### config.mk
export PLATFORM = sky130hd
export DESIGN_NAME = cmd_handshake_seq
export DESIGN_NICKNAME = d
export VERILOG_FILES = /design/src/rtl/cmdseq_pkg.sv /design/src/rtl/cmdseq_opdec.sv /design/src/rtl/cmdseq_pacer.sv /design/src/rtl/cmdseq_collect.sv /design/src/rtl/cmdseq_ctrl.sv /design/src/rtl/cmd_handshake_seq.sv
export SDC_FILE = /design/constraint.sdc
export NUM_CORES = 1
export LEC_CHECK = 0
export BUFFER_PORTS_ARGS = -buffer_cell sky130_fd_sc_hd__buf_2
export CORE_AREA = 2 2 88 90
export CTS_CLUSTER_DIAMETER = 100
export DETAILED_ROUTE_END_ITERATION = 16
export DIE_AREA = 0 0 90 92
export PLACE_DENSITY = 0.9
export SYNTH_ARGS = -nofsm -noshare
export SYNTH_HDL_FRONTEND = slang
export SYNTH_SLANG_ARGS = --single-unit
### constraint.sdc
create_clock -name clk -period 2.85 [get_ports clk]
set_clock_uncertainty 0.15 [all_clocks]
set_input_delay 0 -clock clk [delete_from_list [all_inputs] [get_ports clk]]
set_output_delay 0 -clock clk [all_outputs]
set_load 0.01 [all_outputs]
### src/rtl/cmdseq_pkg.sv
// Package for the command phase sequencer.
// Holds the controller state encoding, the opcode information record and the
// opcode table lookup. Assumes byte-wide host transfers.
package cmdseq_pkg;

    localparam int BYTE_W      = 8;
    localparam int INFO_CNT_W  = 4;

    typedef enum logic [2:0] {
        ST_IDLE       = 3'd0,
        ST_OPC_WAIT   = 3'd1,
        ST_PARAM      = 3'd2,
        ST_PARAM_WAIT = 3'd3,
        ST_EXEC       = 3'd4,
        ST_RES        = 3'd5,
        ST_RES_WAIT   = 3'd6
    } seq_state_t;

    typedef struct packed {
        logic                  legal;
        logic [INFO_CNT_W-1:0] nparams;
    } op_info_t;

    // Map an opcode byte to its legality and parameter byte count.
    function automatic op_info_t lookup_opcode(input logic [BYTE_W-1:0] op);
        op_info_t info;
        info.legal   = 1'b1;
        info.nparams = '0;
        case (op)
            8'h08:               info.nparams = 4'd0;
            8'h04, 8'h07, 8'h0A: info.nparams = 4'd1;
            8'h03, 8'h0F:        info.nparams = 4'd2;
            8'h13:               info.nparams = 4'd3;
            8'h0D:               info.nparams = 4'd5;
            8'h05, 8'h06:        info.nparams = 4'd8;
            default:             info.legal   = 1'b0;
        endcase
        return info;
    endfunction

endpackage

### src/rtl/cmdseq_opdec.sv
// Opcode decoder.
// Purely combinational: turns the stored opcode into a legal flag and a
// parameter count. Assumes the opcode input is stable while it is consulted.
// Table entries needing more than MAX_PARAMS bytes are reported illegal.
module cmdseq_opdec #(
    parameter int MAX_PARAMS = 8,
    localparam int CNT_W     = $clog2(MAX_PARAMS + 2)
) (
    input  logic [7:0]       opcode,
    output logic             op_legal,
    output logic [CNT_W-1:0] op_nparams
);
    import cmdseq_pkg::*;

    op_info_t info;

    // Look up the opcode and clip the table against the collector depth.
    always_comb begin
        info       = lookup_opcode(opcode);
        op_legal   = info.legal && (int'(info.nparams) <= MAX_PARAMS);
        op_nparams = CNT_W'(info.nparams);
    end

endmodule

### src/rtl/cmdseq_pacer.sv
// Byte processing pacer.
// Counts a fixed PROC_CYCLES-cycle processing window after each accepted
// host transfer. `done` is high in the last cycle of the window, so the
// controller acts on the following edge. Assumes start never arrives while busy.
module cmdseq_pacer #(
    parameter int PROC_CYCLES = 2,
    localparam int CW         = $clog2(PROC_CYCLES + 1)
) (
    input  logic clk,
    input  logic rst_n,
    input  logic start,
    output logic busy,
    output logic done
);
    logic [CW-1:0] cnt;

    assign done = busy && (cnt == '0);

    // Load the window on start, count it down, and release at the end.
    always_ff @(posedge clk) begin
        if (!rst_n) begin
            busy <= 1'b0;
            cnt  <= '0;
        end else if (start) begin
            busy <= 1'b1;
            cnt  <= CW'(PROC_CYCLES - 1);
        end else if (done) begin
            busy <= 1'b0;
        end else if (busy) begin
            cnt <= cnt - 1'b1;
        end
    end

    assert_pace_start_R3: assert property (@(posedge clk) disable iff (!rst_n)
        start |=> busy)
        else $error("pacer did not enter its window");

endmodule

### src/rtl/cmdseq_collect.sv
// Command byte collector.
// Holds one register per command byte slot. `clear` empties every slot,
// except the slot being loaded in the same cycle. Assumes idx < SLOTS
// whenever load is high.
module cmdseq_collect #(
    parameter int SLOTS  = 9,
    parameter int BYTE_W = 8,
    localparam int CNT_W = $clog2(SLOTS + 1)
) (
    input  logic                    clk,
    input  logic                    rst_n,
    input  logic                    clear,
    input  logic                    load,
    input  logic [CNT_W-1:0]        idx,
    input  logic [BYTE_W-1:0]       din,
    output logic [SLOTS*BYTE_W-1:0] bytes_o
);
    for (genvar i = 0; i < SLOTS; i++) begin : g_slot
        logic [BYTE_W-1:0] slot_q;

        // Capture the incoming byte into its slot, or empty it on a new command.
        always_ff @(posedge clk) begin
            if (!rst_n)
                slot_q <= '0;
            else if (load && (idx == CNT_W'(i)))
                slot_q <= din;
            else if (clear)
                slot_q <= '0;
        end

        assign bytes_o[i*BYTE_W +: BYTE_W] = slot_q;
    end

    assert_quiet_hold_R2: assert property (@(posedge clk) disable iff (!rst_n)
        !(load || clear) |=> $stable(bytes_o))
        else $error("collected bytes changed without a load");

endmodule

### src/rtl/cmdseq_ctrl.sv
// Command phase controller.
// Sequences command, execution and result phases, and drives the ready and
// direction status bits from its state. It decides acceptance of host
// strobes, addresses the collector and starts the pacer. Assumes the opcode
// decode reflects collector slot 0.
module cmdseq_ctrl #(
    parameter int MAX_PARAMS = 8,
    localparam int CNT_W     = $clog2(MAX_PARAMS + 2)
) (
    input  logic             clk,
    input  logic             rst_n,
    input  logic             host_wr,
    input  logic             host_rd,
    input  logic             exec_done,
    input  logic             op_legal,
    input  logic [CNT_W-1:0] op_nparams,
    input  logic             pace_busy,
    input  logic             pace_done,
    output logic             pace_start,
    output logic             col_clear,
    output logic             col_load,
    output logic [CNT_W-1:0] col_idx,
    output logic             rqm,
    output logic             dio,
    output logic             fifo_en,
    output logic             invalid,
    output logic             cmd_valid,
    output logic [CNT_W-1:0] nbytes
);
    import cmdseq_pkg::*;

    seq_state_t       state;
    logic [CNT_W-1:0] rcvd;
    logic [CNT_W-1:0] need;
    logic             accept_wr;
    logic             accept_rd;

    // Status bits and data path enables decoded from the phase.
    always_comb begin
        rqm       = (state == ST_IDLE) || (state == ST_PARAM) || (state == ST_RES);
        dio       = (state == ST_RES) || (state == ST_RES_WAIT);
        fifo_en   = (state == ST_EXEC);
        invalid   = dio;
        accept_wr = host_wr && ((state == ST_IDLE) || (state == ST_PARAM));
        accept_rd = host_rd && (state == ST_RES);
    end

    // Collector and pacer requests for an accepted transfer.
    always_comb begin
        pace_start = accept_wr || accept_rd;
        col_load   = accept_wr;
        col_clear  = accept_wr && (state == ST_IDLE);
        col_idx    = (state == ST_IDLE) ? '0 : rcvd;
    end

    assign nbytes = rcvd;

    // Phase sequencing, byte counting and the command-ready pulse.
    always_ff @(posedge clk) begin
        if (!rst_n) begin
            state     <= ST_IDLE;
            rcvd      <= '0;
            need      <= '0;
            cmd_valid <= 1'b0;
        end else begin
            cmd_valid <= 1'b0;
            case (state)
                ST_IDLE: begin
                    if (host_wr) begin
                        rcvd  <= CNT_W'(1);
                        state <= ST_OPC_WAIT;
                    end
                end
                ST_OPC_WAIT: begin
                    if (pace_done) begin
                        if (!op_legal) begin
                            state <= ST_RES;
                        end else if (op_nparams == '0) begin
                            state     <= ST_EXEC;
                            cmd_valid <= 1'b1;
                        end else begin
                            need  <= op_nparams;
                            state <= ST_PARAM;
                        end
                    end
                end
                ST_PARAM: begin
                    if (host_wr) begin
                        rcvd  <= rcvd + CNT_W'(1);
                        state <= ST_PARAM_WAIT;
                    end
                end
                ST_PARAM_WAIT: begin
                    if (pace_done) begin
                        if (rcvd == need + CNT_W'(1)) begin
                            state     <= ST_EXEC;
                            cmd_valid <= 1'b1;
                        end else begin
                            state <= ST_PARAM;
                        end
                    end
                end
                ST_EXEC: begin
                    if (exec_done)
                        state <= ST_IDLE;
                end
                ST_RES: begin
                    if (host_rd)
                        state <= ST_RES_WAIT;
                end
                ST_RES_WAIT: begin
                    if (pace_done)
                        state <= ST_IDLE;
                end
                default: state <= ST_IDLE;
            endcase
        end
    end

    assert_ack_drop_R3: assert property (@(posedge clk) disable iff (!rst_n)
        accept_wr |=> !rqm)
        else $error("ready bit not withdrawn after a write");

    assert_hold_low_R3: assert property (@(posedge clk) disable iff (!rst_n)
        pace_busy |-> !rqm)
        else $error("ready bit raised inside the processing window");

    assert_single_pulse_R5: assert property (@(posedge clk) disable iff (!rst_n)
        cmd_valid |=> !cmd_valid)
        else $error("command-ready pulse longer than one cycle");

    assert_done_quiet_R5: assert property (@(posedge clk) disable iff (!rst_n)
        cmd_valid |-> !rqm)
        else $error("ready bit high at command hand-off");

endmodule

### src/rtl/cmd_handshake_seq.sv
// Command phase handshake sequencer, top level.
// Wires the controller, pacer, collector and opcode decoder together, and
// drives the single result byte offered for an unrecognised opcode.
// Assumes one host strobe per cycle at most.
module cmd_handshake_seq #(
    parameter int MAX_PARAMS    = 8,
    parameter int PROC_CYCLES   = 2,
    parameter logic [7:0] RESULT_CODE = 8'h80,
    localparam int SLOTS        = MAX_PARAMS + 1,
    localparam int CNT_W        = $clog2(SLOTS + 1),
    localparam int BYTE_W       = cmdseq_pkg::BYTE_W
) (
    input  logic                    clk,
    input  logic                    rst_n,
    input  logic                    host_wr,
    input  logic                    host_rd,
    input  logic [BYTE_W-1:0]       host_wdata,
    output logic [BYTE_W-1:0]       host_rdata,
    output logic                    rqm,
    output logic                    dio,
    input  logic                    exec_done,
    output logic                    cmd_valid,
    output logic                    cmd_invalid,
    output logic [CNT_W-1:0]        cmd_nbytes,
    output logic [SLOTS*BYTE_W-1:0] cmd_bytes,
    output logic                    fifo_en
);
    logic             op_legal;
    logic [CNT_W-1:0] op_nparams;
    logic             pace_start;
    logic             pace_busy;
    logic             pace_done;
    logic             col_clear;
    logic             col_load;
    logic [CNT_W-1:0] col_idx;

    cmdseq_ctrl #(.MAX_PARAMS(MAX_PARAMS)) u_ctrl (
        .clk        (clk),
        .rst_n      (rst_n),
        .host_wr    (host_wr),
        .host_rd    (host_rd),
        .exec_done  (exec_done),
        .op_legal   (op_legal),
        .op_nparams (op_nparams),
        .pace_busy  (pace_busy),
        .pace_done  (pace_done),
        .pace_start (pace_start),
        .col_clear  (col_clear),
        .col_load   (col_load),
        .col_idx    (col_idx),
        .rqm        (rqm),
        .dio        (dio),
        .fifo_en    (fifo_en),
        .invalid    (cmd_invalid),
        .cmd_valid  (cmd_valid),
        .nbytes     (cmd_nbytes)
    );

    cmdseq_pacer #(.PROC_CYCLES(PROC_CYCLES)) u_pacer (
        .clk   (clk),
        .rst_n (rst_n),
        .start (pace_start),
        .busy  (pace_busy),
        .done  (pace_done)
    );

    cmdseq_collect #(.SLOTS(SLOTS), .BYTE_W(BYTE_W)) u_collect (
        .clk     (clk),
        .rst_n   (rst_n),
        .clear   (col_clear),
        .load    (col_load),
        .idx     (col_idx),
        .din     (host_wdata),
        .bytes_o (cmd_bytes)
    );

    cmdseq_opdec #(.MAX_PARAMS(MAX_PARAMS)) u_opdec (
        .opcode     (cmd_bytes[BYTE_W-1:0]),
        .op_legal   (op_legal),
        .op_nparams (op_nparams)
    );

    // Result byte offered to the host while an invalid command is pending.
    assign host_rdata = cmd_invalid ? RESULT_CODE : '0;

    assert_legal_only_R4: assert property (@(posedge clk) disable iff (!rst_n)
        cmd_valid |-> op_legal)
        else $error("command handed off with an unmapped opcode");

    assert_fifo_off_R6: assert property (@(posedge clk) disable iff (!rst_n)
        pace_busy |-> !fifo_en)
        else $error("FIFO enabled during byte processing");

    assert_no_handoff_R7: assert property (@(posedge clk) disable iff (!rst_n)
        cmd_invalid |-> !cmd_valid)
        else $error("invalid command handed downstream");

endmodule

# Word level (Yosys, flattened, before mapping)
# Index checks and enable logic that the tools add are counted.
# Widths: inputs -> output; s select.
# totals
reg_bits,87
latchBits,0
ramBits,0
mem_bits_ro,0
inputBits,13
output_inout_bits,89
word_cells,139
n_memories,0
# classes
addsub,3
n_mul,0
div_mod_pow,0
magnitude_cmp,1
eq_ne,33
n_shift,0
muxes,39
n_bitwise,3
reduce_logical,44
# op_table
cell,count
$mux 8,11
$eq 8x3->1 const B,4
$eq 8x4->1 const B,4
$mux 3,10
$reduce_bool 2->1,12
$pmux 3 s7,1
$pmux 4 s5,1
$eq 4x3->1 const B,4
$ne 2x2->1 const B,8
$logic_and 1x1->1,14
$mux 4,3
$mux 1,11
$reduce_or 10->1,1
$eq 3x3->1 const B,3
$add 4x1->4 const B,2
$eq 4x2->1 const B,2
$eq 8x2->1 const B,1
$eq 8x5->1 const B,1
$logic_not 4->1,2
$pmux 4 s2,1
$reduce_and 7->1,1
$eq 3x2->1 const B,2
$reduce_or 2->1,3
$eq 4x1->1 const B,1
14 further kinds,20

# Logic depth before layout (Yosys ltp)
# Gate-level depths: netlist of the first run.
# depth
word_depth,8
depth_mapped,8

# By module
# From an unflattened synthesis of the first run, not the netlist that was laid out.
# unflattened
hier_cells,405
area_unflattened_um2,3980.1
# by_module_without_submodules
module,instances,cells_per_inst,area_each_um2
cmdseq_collect,1,254,2722.6
cmdseq_ctrl,1,100,858.3
cmdseq_opdec,1,27,182.7
cmdseq_pacer,1,15,152.6
cmd_handshake_seq,1,9,63.8

# Least setup slack after synthesis of the first run
# No wires, ideal clock.
# synth_path
path_type,flip-flop to flip-flop
startpoint,register u_ctrl.rcvd[1] (netlist: u_ctrl.nbytes[1])
endpoint,register u_ctrl.state[2]
setup_time_ns,0.103
arrival_ns,1.607
path_slack_ns,0.990
stages_incl_launch_ff,7
n_path_buf,1
synth_period_minus_slack_ns,1.860
path_cell_list,dfxtp_1 > clkbuf_1 > xnor2_1 > nand3_1 > nor4b_4 > nor3_1 > a2111oi_2
# synth_via
elab_chain_cells,4
# synth_lines
element,line,source
start: declaration,cmdseq_ctrl.sv:33,logic [CNT_W-1:0] rcvd;
start signal: assignment,cmdseq_ctrl.sv:89,rcvd <= rcvd + CNT_W'(1);
$eq 4x4->1,cmdseq_ctrl.sv:95,if (rcvd == need + CNT_W'(1)) begin
$mux 3,cmdseq_ctrl.sv:95,
$mux 3,cmdseq_ctrl.sv:94,if (pace_done) begin
$pmux 3 s7,cmdseq_ctrl.sv:67,case (state)
end signal: assignment,cmdseq_ctrl.sv:71,state <= ST_OPC_WAIT;
end signal: assignment,cmdseq_ctrl.sv:96,state <= ST_EXEC;
end signal: assignment,cmdseq_ctrl.sv:99,state <= ST_PARAM;
end: declaration,cmdseq_ctrl.sv:32,seq_state_t state;
# Every way passes these cells. The select of a mux whose other input is x is not followed.
# A chain may end at the register's enable or synchronous reset.

# Final worst setup path of the first run
# layout_path
startpoint,register u_ctrl.state[1]
endpoint,register u_collect.g_slot[3].slot_q[0]
# layout_via
elab_chain_cells,5
word_cells_on_any_way,10
classes_between,eq/ne: 2; mux: 2; reduce/logical: 6
# layout_lines
element,line,source
start signal: assignment,cmdseq_ctrl.sv:61,state <= ST_IDLE;
start signal: assignment,cmdseq_ctrl.sv:71,
start signal: assignment,cmdseq_ctrl.sv:77,state <= ST_RES;
$logic_not 3->1 / $eq 3x2->1 (equally long branches),"cmdseq_ctrl.sv:44, cmdseq_ctrl.sv:52, cmdseq_ctrl.sv:53",
$mux 4 / $logic_or 1x1->1 (equally long branches),"cmdseq_ctrl.sv:53, cmdseq_ctrl.sv:44",
$eq 4x2->1 / $logic_and 1x1->1 (equally long branches),"cmdseq_collect.sv:25, cmdseq_ctrl.sv:44",
$logic_and 1x1->1 (on tied branches),"cmdseq_collect.sv:25, cmdseq_ctrl.sv:52",
$mux 8 / $reduce_bool 2->1 (equally long branches),-,
end signal: assignment,cmdseq_collect.sv:26,slot_q <= din;
end: declaration,cmdseq_collect.sv:19,logic [BYTE_W-1:0] slot_q;
# Parallel ways exist; a longest one is shown, timed or not.

==> flow_summary.rst, run 1 <==
.. list-table::
   :header-rows: 1

   * - Metric
     - Value
   * - Number of top-level design ports
     - 102
   * - Clock Pin Slew Worst Setup and Hold Paths
     - 100 ps
   * - Family with the most delay on the worst path
     - simple AND/OR/NAND/NOR gates
   * - Port Buf Inserts
     - 94
   * - Max-capacitance violation count
     - 0
   * - Async S/R FF share, synth
     - 0
   * - Element type at the critical path end
     - flip-flop
   * - Per-cell routed wire length
     - 15.5 um
   * - Floorplan die height
     - 92 um
   * - Data arrival, critical path
     - 2250 ps
   * - Initial antenna violation count
     - 0
   * - Final critical-path setup slack
     - 680 ps
   * - Kind of critical path
     - flip-flop to flip-flop
   * - RSZ-0062 raised after global routing
     - no
   * - Detailed Routing Iterations Pass 1
     - 6
   * - Fmax
     - 0.461 GHz
   * - Die boundary width
     - 90 um
   * - Count of antenna-violating nets left after detailed routing
     - 0
   * - Highest fanout seen on the critical path
     - 20
   * - Total number of vias
     - 3722
   * - Maximum number of pins on one net before global-route repair
     - 57
   * - Worst vdd rail ir drop
     - 0.292 mV
   * - Leakage power of the design
     - about 1.9 nW
   * - Global-route wire length before repair
     - 16500 um
   * - Share of layout cells above drive strength 1
     - 0.230
   * - Die area
     - 0.00828 mm2
   * - Max clock buf depth
     - 2
   * - TritonCTS clock tree
     - built
   * - Run status
     - complete, no violations
   * - Critical Path Start Type
     - flip-flop
   * - Detailed Route WL
     - 10200 um
   * - Post-layout instance count excluding filler cells
     - 655
   * - FILL cells
     - 647
   * - Warnings, synthesis
     - 0
   * - Headroom to the max-slew limit
     - 0.556
   * - Reg-to-reg startpoint
     - u_ctrl.state[1]$_SDFFE_PN0P_
   * - Count of state elements after synthesis
     - 87
   * - CTS buffer count
     - 9
   * - Syn Inst Count
     - 477
   * - Slowest cell delay on critical path
     - roughly 710 ps
   * - Sum of buffers and inverters on the critical path
     - 0
   * - All-Layer GR Usage
     - 0.245
   * - Sequential fraction of the synthesis area
     - 0.445
   * - Worst setup path start
     - u_ctrl.state[1]$_SDFFE_PN0P_
   * - Number of flops mapped to enable cells by yosys
     - 0
   * - Via count of the first global-routing pass
     - ~3500
   * - Min-delay worst type
     - input pin to flip-flop
   * - Buffer type at the clock tree root
     - sky130_fd_sc_hd__clkbuf_8
   * - Via density
     - 5.68
   * - Latest clock arrival within the worst-skew pair
     - 360 ps
   * - Final number of hold-violating endpoints
     - 0
   * - Effective utilization at floorplan
     - 0.526
   * - Post-layout net count
     - 564
   * - Reg2reg end
     - u_collect.g_slot[3].slot_q[0]$_SDFFE_PN0P_
   * - Placed Instances
     - between 600 and 700
   * - Crit path max-delay cell type
     - sky130_fd_sc_hd__dfxtp_1
   * - Crit path top cell by count
     - sky130_fd_sc_hd__nand3_1
   * - Synthesis-to-layout area growth
     - 17.8%
   * - Cell Pwr Density
     - between 500 and 600 mW/mm2
   * - Area of the placeable core
     - ~0.0074 mm2
   * - Post-Synthesis Mean Instance Area
     - 8.21 um2
   * - Remaining DRCs
     - 0
   * - # setup viols final
     - 0
   * - Detailed Place HPWL
     - 6890 um
   * - Dominant register cell in the synthesized netlist
     - sky130_fd_sc_hd__dfxtp_1
   * - Count of pins over their slew limit
     - 0
   * - Diode count
     - 0
   * - Number of standard-cell rows in the floorplan
     - 32
   * - Critical path data required time
     - 2930 ps
   * - Total Neg Setup Slack
     - 0 ps
   * - DRT iter0 DRCs
     - 295
   * - Grt total ovfl
     - 0
   * - Crit-path cells
     - and4bb_1 > nor3b_2 > nand3_1 > nand3_1 > a21oi_1
   * - Number of logic stages on the critical path including buffering
     - 5
   * - Count of different cell masters after synthesis
     - 54
   * - Cell area after synthesis
     - about 0.0039 mm2
   * - Routability-driven placement congestion ratio
     - ~0.86
   * - Post-CTS sizing
     - 0
   * - Worst Reg2Reg Path Length in Cells
     - 5
   * - Worst setup path endpoint
     - u_collect.g_slot[3].slot_q[0]$_SDFFE_PN0P_
   * - Place WS
     - ~740 ps
   * - Part of the cycle the worst path needs
     - 0.761
   * - H-tree depth
     - 3
   * - # clock sinks
     - between 80 and 90
   * - Worst Tran Pin Value
     - 664 ps
   * - R2r setup slk
     - 680 ps
   * - Post-layout minimum cycle time
     - about 2200 ps
## logic make-up after synthesis
logic type,share of synthesized area
fa+ha+maj,0.00959
simple gates,0.265
xor+xnor,0.0201
other cells,0.000958
mux,0.0281
flops,0.445
buf+inv,0.0741
compound gates,0.157
## cell usage in the layout (no fill, tap or decap), types with 2 or more instances in the layout
master	count
sky130_fd_sc_hd__a211oi_1	2
sky130_fd_sc_hd__a21o_1	3
sky130_fd_sc_hd__a21oi_1	64
sky130_fd_sc_hd__a22oi_1	10
sky130_fd_sc_hd__a31oi_1	4
sky130_fd_sc_hd__and2_1	5
sky130_fd_sc_hd__and3_1	3
sky130_fd_sc_hd__and4_1	2
sky130_fd_sc_hd__and4bb_2	2
sky130_fd_sc_hd__buf_2	94
sky130_fd_sc_hd__buf_4	3
sky130_fd_sc_hd__clkbuf_8	9
sky130_fd_sc_hd__clkinvlp_4	2
sky130_fd_sc_hd__conb_1	7
sky130_fd_sc_hd__dfxtp_1	87
sky130_fd_sc_hd__dlygate4sd3_1	11
sky130_fd_sc_hd__ha_1	3
sky130_fd_sc_hd__inv_1	4
sky130_fd_sc_hd__inv_6	2
sky130_fd_sc_hd__mux2i_1	11
sky130_fd_sc_hd__nand2_1	70
sky130_fd_sc_hd__nand2b_1	5
sky130_fd_sc_hd__nand3_1	63
sky130_fd_sc_hd__nand3b_1	2
sky130_fd_sc_hd__nor2_1	25
sky130_fd_sc_hd__nor2b_1	7
sky130_fd_sc_hd__nor3_1	5
sky130_fd_sc_hd__nor3b_1	2
sky130_fd_sc_hd__nor3b_2	2
sky130_fd_sc_hd__o21ai_0	7
sky130_fd_sc_hd__xnor2_1	5
sky130_fd_sc_hd__xor2_1	4
## worst register-to-register path: stages (launching register included)
cell                       delay (ps)
sky130_fd_sc_hd__dfxtp_1          710
sky130_fd_sc_hd__and4bb_1         300
sky130_fd_sc_hd__nor3b_2          320
sky130_fd_sc_hd__nand3_1          300
sky130_fd_sc_hd__nand3_1          190
sky130_fd_sc_hd__a21oi_1           80
## registers in the layout, summed over array words and instances (netlist names)
signal and flops:
u_ctrl.cmd_valid 1, u_pacer.cnt 2, u_pacer.busy 1, u_ctrl.state 3, u_ctrl.need 4, u_ctrl.nbytes 4
u_collect.g_slot.slot_q 72
## Yosys cell counts (3+ instances only)
cell type	instances	area [um2]
sky130_fd_sc_hd__nand3_1	63	315
sky130_fd_sc_hd__dfxtp_1	87	1740
sky130_fd_sc_hd__a21o_1	3	22.5
sky130_fd_sc_hd__buf_2	16	80.1
sky130_fd_sc_hd__o21ai_0	7	35.0
sky130_fd_sc_hd__inv_1	5	18.8
sky130_fd_sc_hd__nor2b_1	7	43.8
sky130_fd_sc_hd__clkbuf_1	26	97.6
sky130_fd_sc_hd__nor2_1	25	93.8
sky130_fd_sc_hd__a21oi_1	64	320
sky130_fd_sc_hd__and3_1	3	18.8
sky130_fd_sc_hd__ha_1	3	37.5
sky130_fd_sc_hd__xor2_1	4	35.0
sky130_fd_sc_hd__nor3_1	5	25.0
sky130_fd_sc_hd__mux2i_1	11	110
sky130_fd_sc_hd__nand2_1	70	263
sky130_fd_sc_hd__a31oi_1	4	25.0
sky130_fd_sc_hd__buf_4	9	67.6
sky130_fd_sc_hd__xnor2_1	5	43.8
sky130_fd_sc_hd__nand2b_1	6	37.5
sky130_fd_sc_hd__a22oi_1	10	75.1
sky130_fd_sc_hd__and2_1	5	31.3
## how the worst min path moves through the flow
stage,start,end,slack (ps),cells after the start
floorplan,rst_n,u_ctrl.need[0]$_SDFFE_PN0P_,-20,1
CTS,exec_done,u_ctrl.state[2]$_SDFFE_PN0P_,100,5
global placement,rst_n,u_ctrl.need[0]$_SDFFE_PN0P_,150,2
finish,exec_done,u_ctrl.state[2]$_SDFFE_PN0P_,110,5
detailed placement,rst_n,u_ctrl.need[0]$_SDFFE_PN0P_,160,2
global route,exec_done,u_ctrl.state[2]$_SDFFE_PN0P_,190,5
## cell type report
type	count	area (um2)	area share
Clock buffer	9	124	0.0268
Clock inverter	7	90.1	0.0195
Inverter	5	18.8	0.00407
Multi-Input combinational cell	337	1910	0.414
Sequential cell	87	1740	0.377
Tap cell	102	128	0.0277
Timing Repair Buffer	108	603	0.131
## per-layer routing
| metal | up-vias | GRT usage | part of all wire |
|---|---|---|---|
| met1 | 1762 | 0.310 | 0.42 |
| met4 | 0 | 0.118 | 0.025 |
| met5 | - | 0 | 0 |
| li1 | 1767 | - | - |
| met2 | 169 | 0.401 | 0.48 |
| met3 | 24 | 0.0509 | 0.073 |
## per-stage QoR
| stage | hold WS [ps] | util | total power, mW | area (um2) |
|---|---|---|---|---|
| 3_5_place_dp | 165 | 0.576 | 1.64 | 4290 |
| 6_report | 111 | 0.620 | 2.56 | 4610 |
| 2_1_floorplan | -16.6 | - | 1.57 | 3940 |
| 4_1_cts | 98.1 | 0.620 | 2.55 | 4610 |
| 3_3_place_gp | 151 | 0.576 | 1.63 | 4290 |
| 5_1_grt | 186 | 0.620 | 2.64 | 4610 |
## power by group
part           leakage, nW  internal (mW)  total [mW]  switching [mW]
Sequential           0.703           1.24        1.30          0.0572
Combinational         1.12          0.122       0.338           0.216
Clock                0.101          0.424       0.921           0.497
## what timing repair did
action / in CTS / in global routing
endpoints found under the hold margin: 79 / 0
setup buffers: 0 / 0
hold buffers: 11 / 0
(Power assumes the default switching activity.)
==> run 2, diff against run 1 <==
Settings changed: CORE_AREA 2 2 88 90 to 2 2 89 91, DIE_AREA 0 0 90 92 to 0 0 91 93, PLACE_DENSITY 0.9 to 0.88.
Clock period 2.85 ns to 2.03 ns, I/O delays scaled along.
==> flow_summary.rst, run 2 (synthesis gave the netlist of run 1 again) <==
.. list-table::
   :header-rows: 1

   * - Metric
     - Value
   * - Run status
     - complete, no violations
   * - Final number of hold-violating endpoints
     - 0 (unchanged)
   * - Most frequent standard cell in the layout excluding fill and tap cells
     - sky130_fd_sc_hd__buf_2
   * - Utilization after layout
     - 0.625 (+0.00504)
   * - Crit path max-delay cell type
     - sky130_fd_sc_hd__dfxtp_1
   * - Maximum number of pins on one net before global-route repair
     - 57 (unchanged)
   * - Critical path data required time
     - 2140 ps (-790 ps)
   * - Logic gate share of total power
     - 0.152 (+0.020)
   * - Part of the cycle the worst path needs
     - 0.944 (+0.182)
   * - Number of standard-cell rows in the floorplan
     - 32 (unchanged)
   * - CTS buffer count
     - 9 (unchanged)
   * - Routability-driven placement congestion ratio
     - 0.962 (+12%)
   * - Number of top-level design ports
     - 102 (unchanged)
   * - Count of pins over their slew limit
     - 0 (unchanged)
   * - Die boundary width
     - 91 um (+1.1%)
   * - TritonCTS clock tree
     - built
   * - Sequential fraction of design power
     - 0.503 (-0.004)
   * - Min-delay worst type
     - input pin to flip-flop
   * - Flip-flop count of the largest register after layout
     - 72 (unchanged)
   * - Global-route wire length before repair
     - 16400 um (-0.63%)
   * - Reg-to-reg startpoint
     - u_ctrl.need[0]$_SDFFE_PN0P_
   * - Cell Pwr Density
     - 758 mW/mm2 (+37%)
   * - Total non-filler cell area in the finished layout
     - 0.00470 mm2 (+1.9%)
   * - Switching power total
     - 1.04 mW (+35%)
   * - FF+latch area
     - 0.00174 mm2 (+0.14%)
   * - Crit-path cells
     - ha_1 > xnor2_1 > nand3_1 > nor4b_4 > nor3_1 > a2111oi_2
   * - Total Neg Setup Slack
     - 0 ps (unchanged)
   * - Post-layout net count
     - 572 (+1.4%)
   * - Share of layout cells above drive strength 1
     - 0.250 (+0.0199)
   * - Highest fanout seen on the critical path
     - 4 (-80%)
   * - Internal power
     - 2.53 mW (+41%)
   * - Area used by multi-input combinational logic
     - 0.00192 mm2 (+0.72%)
   * - Initial antenna violation count
     - 0 (unchanged)
   * - Fraction of power spent switching nets
     - 0.291 (-0.0102)
   * - Detailed Routing Iterations Pass 1
     - 5 (-1)
   * - Clock Pin Slew Worst Setup and Hold Paths
     - 80 ps (-20 ps)
   * - Sum of buffers and inverters on the critical path
     - 0 (unchanged)
   * - Via count of the first global-routing pass
     - 3421 (-1.8%)
   * - Top library cells by usage in the layout, fill and taps aside
     - sky130_fd_sc_hd__buf_2, sky130_fd_sc_hd__dfxtp_1, sky130_fd_sc_hd__nand2_1
   * - Fmax
     - 0.522 GHz (+13%)
   * - Leakage power of the design
     - 1.97 nW (+2.3%)
   * - Area of the placeable core
     - 0.00753 mm2 (+1.1%)
   * - Headroom to the max-slew limit
     - 0.659 (+0.103)
   * - Placed Area
     - 0.00438 mm2 (+2.0%)
   * - Worst vdd rail ir drop
     - 0.386 mV (+32%)
   * - Kind of critical path
     - flip-flop to flip-flop
   * - Buffer type at the clock tree root
     - sky130_fd_sc_hd__clkbuf_8
   * - Post-layout minimum cycle time
     - 1920 ps (-254 ps)
   * - RSZ-0062 raised after global routing
     - yes
   * - Port Buf Inserts
     - 94 (unchanged)
   * - H-tree depth
     - 3 (unchanged)
   * - Family with the most delay on the worst path
     - simple AND/OR/NAND/NOR gates
   * - Remaining DRCs
     - 0 (unchanged)
   * - Register with the highest flop count
     - u_collect.g_slot.slot_q
   * - Diode count
     - 0 (unchanged)
   * - Floorplan die height
     - 93 um (+1.1%)
   * - Hold path start
     - exec_done
   * - Via density
     - 5.59 (-1.6%)
   * - DRT iter0 DRCs
     - 335 (+14%)
   * - Total number of vias
     - 3706 (-0.43%)
   * - # clock sinks
     - 87 (unchanged)
   * - Share of total power in the clock network
     - 0.344 (-0.017)
   * - Max-capacitance violation count
     - 0 (unchanged)
   * - Count of antenna-violating nets left after detailed routing
     - 0 (unchanged)
   * - Slowest cell delay on critical path
     - 350 ps (-360 ps)
   * - Setup Buffers After CTS
     - 0 (unchanged)
   * - Detailed Place HPWL
     - 6860 um (-0.45%)
   * - Max clock buf depth
     - 2 (unchanged)
   * - Die area
     - 0.00846 mm2 (+2.2%)
   * - Worst setup path start
     - u_ctrl.need[0]$_SDFFE_PN0P_
   * - Critical Path Start Type
     - flip-flop
   * - Worst Tran Pin Value
     - 511 ps (-154 ps)
   * - Effective utilization at floorplan
     - 0.520 (-0.00559)
   * - Per-cell routed wire length
     - 15.2 um (-1.9%)
   * - Synthesis-to-layout area growth
     - 20.1%
   * - Detailed Route WL
     - 10100 um (-0.75%)
   * - Latest clock arrival within the worst-skew pair
     - 360 ps (about the same)
   * - All-Layer GR Usage
     - 0.241 (-0.00441)
   * - FILL cells
     - 650 (+0.46%)
   * - Grt total ovfl
     - 0 (unchanged)
   * - Data arrival, critical path
     - 2030 ps (-220 ps)
   * - Element type at the critical path end
     - flip-flop
   * - # setup viols final
     - 0 (unchanged)
[run 2: cell types whose count changed in the layout (fill, tap and decap cells not counted), moves of 2 or more]
cell	delta
sky130_fd_sc_hd__dfxtp_1	-2
sky130_fd_sc_hd__buf_12	+2
sky130_fd_sc_hd__dfxtp_2	+2
sky130_fd_sc_hd__buf_4	+6
[run 2: final timing paths]
| kind | endpoint | slack [ps] | cells after the start |
|---|---|---|---|
| worst max-delay path | u_ctrl.state[2]$_SDFFE_PN0P_ | 110 | 6 |
| worst min-delay path | u_ctrl.state[2]$_SDFFE_PN0P_ | 130 | 5 |
| worst max register to register | u_ctrl.state[2]$_SDFFE_PN0P_ | 110 | 6 |
| worst min register to register | u_collect.g_slot[6].slot_q[5]$_SDFFE_PN0P_ | 320 | 2 |
[run 2: power by group through the flow]
stage,clock [mW],combinational [mW],sequential [mW]
after floorplan,0,0.390,1.81
after global placement,0,0.504,1.83
after detailed placement,0,0.517,1.83
after CTS,1.23,0.537,1.79
after global routing,1.32,0.590,1.80
final,1.23,0.543,1.79
[run 2: per-layer routing]
layer / up-vias / track usage / routed length [um]
met3: 31 / 0.0532 / 857
met4: 0 / 0.111 / 287
met2: 181 / 0.404 / 4940
li1: 1790 / - / -
met1: 1704 / 0.296 / 4010
met5: - / 0 / 0
[run 2: tightest hold or removal path, stage by stage]
cell	delay (ps)
sky130_fd_sc_hd__buf_2	100
sky130_fd_sc_hd__nand2b_1	60
sky130_fd_sc_hd__a311oi_1	90
sky130_fd_sc_hd__nor2_1	220
sky130_fd_sc_hd__a2111oi_2	110
[run 2: final cells by class]
type / count / share of cell area
clock buffer: 9 / 0.0263
sequential: 87 / 0.371
inverter: 5 / 0.00399
timing repair buffer: 116 / 0.146
tap: 102 / 0.0271
clock inverter: 7 / 0.0162
multi-input combinational: 337 / 0.409
[run 2: repair_timing]
item / in CTS / in global routing
endpoints found under the hold margin: 79 / 0
hold buffers: 11 / 0
gates resized for setup: 0 / 6
setup endpoints to repair: 0 / 15
[run 2: metrics by stage]
step / setup slack (ps) / hold slack [ps] / total power [mW] / cells
final: 114 / 128 / 3.56 / 663
after global routing: -18.7 / 170 / 3.71 / 663
after CTS: 81.3 / 120 / 3.56 / 663
after detailed placement: 94.9 / 151 / 2.35 / 636
after global placement: 160 / 150 / 2.33 / 636
after floorplan: 170 / -16.6 / 2.20 / 483
==> run 3, diff against run 2 <==
Settings changed: ABC_AREA set to 1, CORE_AREA 2 2 89 91 to 2 2 90 92, DIE_AREA 0 0 91 93 to 0 0 92 94, GPL_ROUTABILITY_DRIVEN set to 0, PLACE_DENSITY 0.88 to 0.87.
==> flow_summary.rst, run 3 <==
.. list-table::
   :header-rows: 1

   * - Metric
     - Value
   * - Run status
     - complete, no violations
   * - Routed wire length on met2
     - 5570 um (+13%)
   * - Critical Path Start Type
     - flip-flop
   * - Switching power total
     - 1.87 mW (+80%)
   * - Post-layout minimum cycle time
     - 1920 ps (+7.07 ps)
   * - Sequential fraction of design power
     - 0.407 (-0.096)
   * - Count of antenna-violating nets left after detailed routing
     - 0 (unchanged)
   * - Most area-consuming cells after synthesis
     - sky130_fd_sc_hd__dfxtp_1, sky130_fd_sc_hd__nand2_1, sky130_fd_sc_hd__a21oi_1
   * - Leakage power of the design
     - 2.23 nW (+13%)
   * - Hold Worst Slack
     - 35.5 ps (-92.1 ps)
   * - Cell Pwr Density
     - 967 mW/mm2 (+28%)
   * - DRT iter0 DRCs
     - 463 (+38%)
   * - Latest clock arrival within the worst-skew pair
     - 370 ps (about the same)
   * - Detailed Place HPWL
     - 7790 um (+14%)
   * - Synth top area share
     - 0.439 (-0.00547)
   * - Max-capacitance violation count
     - 0 (unchanged)
   * - Number of standard-cell rows in the floorplan
     - 32 (unchanged)
   * - Share of total power in the clock network
     - 0.274 (-0.070)
   * - TritonCTS clock tree
     - built
   * - Effective utilization at floorplan
     - 0.521 (+0.000938)
   * - Worst Reg2Reg Path Length in Cells
     - 8 (+2)
   * - Metal-1 WL
     - 4660 um (+16%)
   * - Async S/R FF share, synth
     - 0 (unchanged)
   * - Length of routed met3 wiring
     - 894 um (+4.3%)
   * - Kind of critical path
     - flip-flop to flip-flop
   * - Top cells by count, synth
     - sky130_fd_sc_hd__nand2_1, sky130_fd_sc_hd__dfxtp_1, sky130_fd_sc_hd__a21oi_1, sky130_fd_sc_hd__nand3_1, sky130_fd_sc_hd__inv_1
   * - Count of state elements after synthesis
     - 87 (unchanged)
   * - Max Used Layer
     - met4
   * - Clock Pin Slew Worst Setup and Hold Paths
     - 100 ps (+20 ps)
   * - Total non-filler cell area in the finished layout
     - 0.00490 mm2 (+4.3%)
   * - Remaining DRCs
     - 0 (unchanged)
   * - Post-synthesis cell type with the largest combined area
     - sky130_fd_sc_hd__dfxtp_1
   * - Capture endpoint of the worst hold path
     - u_ctrl.state[2]$_SDFFE_PN0P_
   * - Register with the highest flop count
     - u_collect.g_slot.slot_q
   * - CTS buffer count
     - 9 (unchanged)
   * - Count of pins over their slew limit
     - 0 (unchanged)
   * - Fraction of power spent switching nets
     - 0.394 (+0.103)
   * - Grt total ovfl
     - 0 (unchanged)
   * - # clock sinks
     - 87 (unchanged)
   * - Port Buf Inserts
     - 94 (unchanged)
   * - Fmax
     - 0.520 GHz (-0.37%)
   * - Die boundary width
     - 92 um (+1.1%)
   * - Dominant register cell in the synthesized netlist
     - sky130_fd_sc_hd__dfxtp_1
   * - Detailed Route WL
     - 11400 um (+13%)
   * - Min-delay worst type
     - input pin to flip-flop
   * - Headroom to the max-slew limit
     - 0.607 (-0.0524)
   * - Cell area after synthesis
     - 0.00397 mm2 (+1.2%)
   * - Top library cells by usage in the layout, fill and taps aside
     - sky130_fd_sc_hd__nand2_1, sky130_fd_sc_hd__buf_2, sky130_fd_sc_hd__dfxtp_1
   * - Reg-to-reg startpoint
     - u_ctrl.state[0]$_SDFFE_PN0P_
   * - Sequential fraction of the synthesis area
     - 0.439 (-0.00547)
   * - Count of different cell masters after synthesis
     - 32 (-41%)
   * - Post-Synthesis Mean Instance Area
     - 7.12 um2 (-13%)
   * - R2r setup slk
     - 110 ps (about the same)
   * - Area of the placeable core
     - 0.00761 mm2 (+1.1%)
   * - Diode count
     - 0 (unchanged)
   * - Number of top-level design ports
     - 102 (unchanged)
   * - Place WS
     - 160 ps (+65.0 ps)
   * - Reg2reg end
     - u_collect.g_slot[2].slot_q[0]$_SDFFE_PN0P_
   * - Number of cells on the worst hold path
     - 6 (+1)
   * - Detailed Routing Iterations Pass 1
     - 6 (+1)
   * - Number of flops mapped to enable cells by yosys
     - 0 (unchanged)
   * - Max clock buf depth
     - 2 (unchanged)
   * - Initial antenna violation count
     - 0 (unchanged)
   * - Part of the cycle the worst path needs
     - 0.947 (+0.00348)
   * - Die area
     - 0.00865 mm2 (+2.2%)
   * - Worst Tran Pin Value
     - 589 ps (+78.5 ps)
   * - All-Layer GR Usage
     - 0.264 (+0.0235)
   * - Placed Instances
     - 739 (+16%)
   * - Count leader, synth
     - sky130_fd_sc_hd__nand2_1
   * - Most frequent standard cell in the layout excluding fill and tap cells
     - sky130_fd_sc_hd__nand2_1
   * - Worst vdd rail ir drop
     - 0.612 mV (+58%)
   * - Logic gate share of total power
     - 0.319 (+0.167)
   * - Floorplan die height
     - 94 um (+1.1%)
   * - Final number of hold-violating endpoints
     - 0 (unchanged)
   * - Global-route wire length before repair
     - 18200 um (+11%)
   * - Critical path data required time
     - 2190 ps (+50 ps)
   * - Maximum number of pins on one net before global-route repair
     - 49 (-14%)
   * - Via density
     - 5.51 (-1.4%)
   * - H-tree depth
     - 3 (unchanged)
   * - Buffer type at the clock tree root
     - sky130_fd_sc_hd__clkbuf_8
   * - Synthesis-to-layout area growth
     - 23.6%
   * - Hold path start
     - exec_done
   * - Share of layout cells above drive strength 1
     - 0.234 (-0.0157)
   * - RSZ-0062 raised after global routing
     - yes
   * - Internal power
     - 2.87 mW (+14%)
   * - Warnings, synthesis
     - 0 (unchanged)
   * - Syn Inst Count
     - 557 (+17%)
   * - Per-cell routed wire length
     - 14.8 um (-2.6%)
   * - Placed Area
     - 0.00454 mm2 (+3.8%)
   * - Post-layout net count
     - 678 (+19%)
   * - Flip-flop count of the largest register after layout
     - 72 (unchanged)
   * - Highest fanout seen on the critical path
     - 8 (+4)
   * - Via count of the first global-routing pass
     - 3821 (+12%)
   * - Data arrival, critical path
     - 2080 ps (+50 ps)
   * - Post-layout instance count excluding filler cells
     - 769 (+16%)
   * - # setup viols final
     - 0 (unchanged)
   * - Total number of vias
     - 4237 (+14%)
   * - FILL cells
     - 640 (-1.5%)
   * - Element type at the critical path end
     - flip-flop
   * - Final critical-path setup slack
     - 107 ps (-7.07 ps)
-- run 3: cell count changes in the layout (fill, tap and decap cells not counted), moves of 7 or more --
cell and delta:
sky130_fd_sc_hd__a21oi_1 +18, sky130_fd_sc_hd__a22oi_1 -10, sky130_fd_sc_hd__buf_4 +10, sky130_fd_sc_hd__inv_1 +40, sky130_fd_sc_hd__mux2i_1 -11, sky130_fd_sc_hd__nand2_1 +68, sky130_fd_sc_hd__nand4_1 +19, sky130_fd_sc_hd__nor2_1 +9
sky130_fd_sc_hd__nor2_2 +8, sky130_fd_sc_hd__nor2b_1 -7
-- run 3: power groups by stage --
stage	Clock [mW]	Combinational [mW]	Sequential, mW
2_1_floorplan	0	0.995	1.97
3_3_place_gp	0	1.39	1.96
3_5_place_dp	0	1.43	1.96
4_1_cts	1.30	1.45	1.92
5_1_grt	1.37	1.68	1.94
6_report	1.30	1.51	1.93
-- run 3: how the worst max path moves through the flow --
stage                                 startpoint                                          to  slack (ps)  cells past startpoint
finish              u_ctrl.state[0]$_SDFFE_PN0P_  u_collect.g_slot[2].slot_q[0]$_SDFFE_PN0P_         110                      8
global route        u_ctrl.state[2]$_SDFFE_PN0P_  u_collect.g_slot[7].slot_q[1]$_SDFFE_PN0P_         -10                     10
CTS                 u_ctrl.state[0]$_SDFFE_PN0P_  u_collect.g_slot[7].slot_q[0]$_SDFFE_PN0P_         120                     10
detailed placement  u_ctrl.state[0]$_SDFFE_PN0P_  u_collect.g_slot[7].slot_q[0]$_SDFFE_PN0P_         160                     10
global placement    u_ctrl.state[0]$_SDFFE_PN0P_  u_collect.g_slot[2].slot_q[4]$_SDFFE_PN0P_         210                      8
floorplan           u_ctrl.state[0]$_SDFFE_PN0P_  u_collect.g_slot[6].slot_q[0]$_SDFFE_PN0P_         280                     10
-- run 3: area by class of cell --
type	count	area, um2	area share
clock inverter	7	91.3	0.0186
tap	102	128	0.0260
clock buffer	9	124	0.0253
sequential	87	1740	0.355
multi-input combinational	390	1890	0.386
inverter	50	190	0.0388
timing repair buffer	124	733	0.150
-- run 3: through the flow --
| stage | utilization | setup TNS, ps | total power, mW |
|---|---|---|---|
| 6_report | 0.644 | 0 | 4.74 |
| 4_1_cts | 0.639 | 0 | 4.68 |
| 3_3_place_gp | 0.597 | 0 | 3.35 |
| 2_1_floorplan | - | 0 | 2.96 |
| 5_1_grt | 0.644 | -33.0 | 4.99 |
| 3_5_place_dp | 0.597 | 0 | 3.39 |
-- run 3: worst max-delay path, stage by stage (launching register included) --
cell and delay [ps]:
sky130_fd_sc_hd__dfxtp_1 370, sky130_fd_sc_hd__nor2_2 240, sky130_fd_sc_hd__nand2_4 110, sky130_fd_sc_hd__nand2_1 140, sky130_fd_sc_hd__nand2_1 140, sky130_fd_sc_hd__a211oi_4 300
sky130_fd_sc_hd__buf_4 210, sky130_fd_sc_hd__nand2_1 70, sky130_fd_sc_hd__a21oi_1 150
-- run 3: kinds of logic (layout without fill, tap and decap cells) --
| group | count (synthesis) | in the layout | share of synthesized area |
|---|---|---|---|
| other | 1 | 7 | 0.000946 |
| adders and majority gates | 3 | 3 | 0.00947 |
| AOI/OAI and AO/OA | 102 | 102 | 0.136 |
| DFF | 87 | 87 | 0.439 |
| and+or+nand+nor | 277 | 278 | 0.320 |
| buffers and inverters | 87 | 190 | 0.0940 |
-- run 3: repair_timing --
item	in CTS	in global routing
endpoints found under the setup margin	0	26
buffers inserted	0	3
resized for setup	0	4
hold buffers	10	0
hold endpoints to repair	83	0
-- run 3: routing by layer --
layer	global-route usage	vias to the layer above
met5	0	-
met4	0.111	0
met3	0.0522	30
met2	0.450	211
met1	0.327	1958
li1	-	2038
